File: config.mk
export PLATFORM = sky130hd
export DESIGN_NAME = sdst_status_ctrl
export DESIGN_NICKNAME = d
export VERILOG_FILES = /design/src/rtl/sdst_pkg.sv /design/src/rtl/sdst_sticky_bank.sv /design/src/rtl/sdst_en_reg.sv /design/src/rtl/sdst_irq_map.sv /design/src/rtl/sdst_status_ctrl.sv
export SDC_FILE = /design/constraint.sdc
export NUM_CORES = 1
export LEC_CHECK = 0
export ABC_AREA = 1
export BUFFER_PORTS_ARGS = -buffer_cell sky130_fd_sc_hd__buf_2
export CAP_MARGIN = 25
export CORE_MARGIN = 4
export CORE_UTILIZATION = 35
export CTS_BUF_LIST = sky130_fd_sc_hd__clkbuf_8
export CTS_CLUSTER_DIAMETER = 200
export DETAILED_ROUTE_END_ITERATION = 8
export PLACE_DENSITY = 0.8
export SKIP_CTS_REPAIR_TIMING = 1
export SLEW_MARGIN = 25
export SYNTH_ARGS = -nofsm -noshare
export SYNTH_HDL_FRONTEND = slang
export SYNTH_SLANG_ARGS = --single-unit
export TNS_END_PERCENT = 10
File: constraint.sdc
create_clock -name clk -period 0.85 [get_ports clk]
set_clock_uncertainty 0.15 [all_clocks]
set_input_delay 0.085 -clock clk [delete_from_list [all_inputs] [get_ports clk]]
set_output_delay 0.085 -clock clk [all_outputs]
set_load 0.02 [all_outputs]
File: src/rtl/sdst_pkg.sv
package sdst_pkg;
  localparam int unsigned SW = 32;
  // stored flags: card in/out, underrun/overflow, done flags, errors
  localparam logic [SW-1:0] STICKY_MASK = 32'hC300_782F;
  // live buffer-state flags
  localparam logic [SW-1:0] LEVEL_MASK  = 32'h3C00_00C0;
  localparam int unsigned   CODE_LSB    = 9;
  localparam int unsigned   CODE_W      = 2;
  localparam logic [SW-1:0] ERROR_MASK  = 32'h0000_002F;
  localparam logic [SW-1:0] ENABLE_MASK = 32'h0007_F01F;
  localparam int unsigned   NPAIR       = 8;
  typedef int unsigned pos_list_t [NPAIR];
  localparam pos_list_t EN_POS = '{15, 14, 13, 2, 1, 0, 4, 3};
  localparam pos_list_t ST_POS = '{31, 30, 14, 13, 12, 11, 7, 6};
endpackage

File: src/rtl/sdst_sticky_bank.sv
module sdst_sticky_bank #(
  parameter int unsigned W = 32,
  parameter logic [W-1:0] MASK = '1
) (
  input  logic         clk,
  input  logic         rst_n,
  input  logic [W-1:0] set_i,
  input  logic         clr_en,
  input  logic [W-1:0] clr_i,
  output logic [W-1:0] q_o
);
  for (genvar i = 0; i < W; i++) begin : g_bit
    if (MASK[i]) begin : g_store
      logic q;
      always_ff @(posedge clk) begin
        if (!rst_n) q <= 1'b0;
        else        q <= set_i[i] | (q & ~(clr_en & clr_i[i]));
      end
      assign q_o[i] = q;
    end else begin : g_zero
      assign q_o[i] = 1'b0;
    end
  end
  logic unused_bits;
  assign unused_bits = ^{set_i & ~MASK, clr_i & ~MASK};
endmodule

File: src/rtl/sdst_en_reg.sv
module sdst_en_reg #(
  parameter int unsigned W = 32,
  parameter logic [W-1:0] MASK = '1
) (
  input  logic         clk,
  input  logic         rst_n,
  input  logic         ld,
  input  logic [W-1:0] d,
  output logic [W-1:0] q_o
);
  logic [W-1:0] q;
  always_ff @(posedge clk) begin
    if (!rst_n)  q <= '0;
    else if (ld) q <= d & MASK;
  end
  assign q_o = q;
endmodule

File: src/rtl/sdst_irq_map.sv
module sdst_irq_map
  import sdst_pkg::*;
(
  input  logic [SW-1:0] stat_i,
  input  logic [SW-1:0] en_i,
  output logic          irq_o
);
  logic [NPAIR-1:0] hit;
  for (genvar k = 0; k < NPAIR; k++) begin : g_pair
    assign hit[k] = en_i[EN_POS[k]] & stat_i[ST_POS[k]];
  end
  assign irq_o = |hit;
  logic unused_bits;
  assign unused_bits = ^{stat_i, en_i};
endmodule

File: src/rtl/sdst_status_ctrl.sv
module sdst_status_ctrl
  import sdst_pkg::*;
(
  input  logic          clk,
  input  logic          rst_n,
  input  logic [SW-1:0] evt_i,
  input  logic [SW-1:0] lvl_i,
  input  logic [1:0]    wcrc_code_i,
  input  logic          wr_en,
  input  logic          wr_sel,
  input  logic [SW-1:0] wr_data,
  input  logic          rd_sel,
  output logic [SW-1:0] rd_data,
  output logic          irq_o,
  output logic          err_o
);
  logic [SW-1:0] sticky_q;
  logic [SW-1:0] en_q;
  logic [SW-1:0] code_word;
  logic [SW-1:0] stat_w;

  sdst_sticky_bank #(.W(SW), .MASK(STICKY_MASK)) u_bank (
    .clk(clk), .rst_n(rst_n), .set_i(evt_i),
    .clr_en(wr_en & ~wr_sel), .clr_i(wr_data), .q_o(sticky_q)
  );

  sdst_en_reg #(.W(SW), .MASK(ENABLE_MASK)) u_en (
    .clk(clk), .rst_n(rst_n), .ld(wr_en & wr_sel), .d(wr_data), .q_o(en_q)
  );

  always_comb begin
    code_word = '0;
    code_word[CODE_LSB +: CODE_W] = wcrc_code_i;
  end

  assign stat_w  = sticky_q | (lvl_i & LEVEL_MASK) | code_word;
  assign rd_data = rd_sel ? en_q : stat_w;
  assign err_o   = |(sticky_q & ERROR_MASK);

  sdst_irq_map u_irq (.stat_i(stat_w), .en_i(en_q), .irq_o(irq_o));
endmodule

==> flow_metrics.env <==
export IMPL_slew_violations=0
export IMPL_critPathMaxFanout=3
export IMPL_synthTopCellsByArea="dfxtp_1 39%, nor2_1 11%, inv_1 10%"
export IMPL_hold_viol_final=25
export IMPL_min_path_type="in -> reg"
export IMPL_syn_area_per_cell_um2=6.532
export IMPL_cts_root_buf="clkbuf_8"
export IMPL_placed_area_um2=1852
export IMPL_core_area_um2=3416
export IMPL_fin_area_um2=2202
export IMPL_crit_arrival_ns=1.06
export IMPL_grt_first_pass_wirelength_um=5230
export IMPL_die_y_um=68.33
export IMPL_combinationalPowerShare_pct=30.7
export IMPL_drive_gt1_share_pct=48.07
export IMPL_via_count=1474
export IMPL_post_route_period_util_pct=152.3
export IMPL_antenna_cells=0
export IMPL_cts_buffers=3
export IMPL_intPower_w=0.002022
export IMPL_dp_hpwl_um=2853
export IMPL_cp_end_kind="primary output"
export IMPL_die_w_um=68.33
export IMPL_switching_share_pct=30.21
export IMPL_fin_util_pct=64.47
export IMPL_p_seq_share_pct=45.8
export IMPL_setup_tns_ns=-6.296
export IMPL_routabilityCongestion=0.7897
export IMPL_setup_slack_ns=-0.4444
export IMPL_start_kind="flip-flop"
export IMPL_synth_top_area_cell="dfxtp_1"
export IMPL_portBuffers=71
export IMPL_via_per_inst=4.453
export IMPL_clkPwrFrac_pct=23.5
export IMPL_vdd_drop_max_mv=1.241
export IMPL_track_usage_pct=14.66
export IMPL_period_needed_ns=1.294
export IMPL_cts_sinks=25
export IMPL_dieArea_um2=4668
export IMPL_cts_tree="yes"
export IMPL_max_freq_mhz=772.5
export IMPL_mostFrequentLayoutCell="buf_2"
export IMPL_grt_max_degree=17
export IMPL_violations="hold timing, setup timing"
export IMPL_clk_transition_reported_paths_ns=0.08
export IMPL_routed_wl_um=3834
export IMPL_final_cell_mix="49 x buf_2, 31 x inv_1, 28 x nand2_1"
export IMPL_cts_max_path_buffers=2
export IMPL_holdWs_ns=-0.09576
export IMPL_rrSetupSlack_ns=0.02
export IMPL_synth_cells=195
export IMPL_p_leak_nw=1.154
export IMPL_grt_pass1_vias=1244
export IMPL_rsz0062_at_grt="true"
export IMPL_drtIter0Drc=29
export IMPL_start_util_pct=37.29
export IMPL_syn_cell_area_um2=1274
export IMPL_antenna_found_initial=0
export IMPL_outcome="finished, violations left"
export IMPL_ioPinCount=137
export IMPL_synthDistinctLibCells=16
export IMPL_syn_to_final_growth_pct=72.89
export IMPL_htreeDepth=1
export IMPL_yosysWarnings=0
export IMPL_cp_required_ns=0.61
export IMPL_cap_violations=0
export IMPL_critPathKind="reg -> out"
export IMPL_wl_per_cell_um=11.58
export IMPL_finalSetupViolations=20
export IMPL_drc=0
export IMPL_netlist_area_leader_share_pct=39.29
export IMPL_nets=389
export IMPL_insertion_delay_ns=0.26
export IMPL_ys_ff_latch=25
export IMPL_ant_nets=0
export IMPL_p_sw_w=0.0008753
export IMPL_rows=21
export IMPL_grt_ovfl_total=0
export IMPL_synth_seq_area_share_pct=39.29
export IMPL_powerDensity_nw_per_um2=1316
export IMPL_dr_pass1_iters=4
-- routing by layer --
metal	part of all wire, %	track usage, %	vias up
met4	0.47	2.978	0
met5	0	0	-
met2	55	27.56	63
met1	37	16.12	648
met3	8.1	4.269	2
li1	-	-	761
-- power groups by stage --
stage / clock (W) / sequential [W] / combinational (W)
4_1_cts: 0.000700 / 0.00131 / 0.000749
3_5_place_dp: 0 / 0.00134 / 0.000748
6_report: 0.000682 / 0.00133 / 0.000888
3_3_place_gp: 0 / 0.00134 / 0.000732
2_1_floorplan: 0 / 0.00132 / 0.000473
5_1_grt: 0.000752 / 0.00134 / 0.000963
-- metrics by stage --
stage	setup slack [ns]	cells	power, W
after detailed placement	-0.2536	315	0.002084
after global placement	-0.2436	315	0.002069
after global routing	-0.5108	331	0.003054
after floorplan	-0.04857	200	0.001792
after CTS	-0.4618	319	0.002758
final	-0.4444	331	0.002897
-- cell usage after synthesis, drive strengths merged --
cell	n
nor2	39
inv	36
nand2	30
dfxtp	25
nand3	15
a21oi	14
buf	13
o21ai	13
mux2	6
clkbuf	2
conb	1
nor3	1
-- critical path: stages (launching register included) --
cell,delay (ns)
dfxtp_2,0.33
nand2_1,0.07
nand3_1,0.07
nor2_1,0.12
nand2_1,0.07
buf_6,0.13
-- state kept, by name (all words and copies together), names as in the netlist --
register                flops
u_bank.g_bit.g_store.q     13
u_en.q_o                   12
-- logic make-up (layout without fill, tap and decap cells) --
group                  Yosys count  after routing  share of synthesized area (%)
buffers and inverters           51            136                          17.68
flip-flops                      25             25                          39.29
other                            1              6                         0.2944
multiplexers                     6              6                          5.304
AND/OR/NAND/NOR                 85             85                          26.82
AO/OA/AOI/OAI                   27             27                          10.61
-- cell type report --
type / count / area [µm²]
multi-input cells: 124 / 678.2
well taps: 46 / 57.56
flip-flops and latches: 25 / 525.5
repair buffers: 96 / 760.7
inverters: 36 / 135.1
fillers: 319 / 1214
clock buffers: 3 / 41.29
clock inverters: 1 / 3.754
-- path summary, 6_finish.rpt --
check                           cells after the start                   endpoint                 startpoint
worst min register to register                      2  u_bank.g_bit[3].g_store.q  u_bank.g_bit[3].g_store.q
worst max register to register                      3                u_en.q_o[4]                u_en.q_o[4]
worst max-delay path                                5                      irq_o                u_en.q_o[1]
worst min-delay path                                3  u_bank.g_bit[3].g_store.q                   evt_i[3]
No activity file was read; power rests on OpenSTA's default activity.
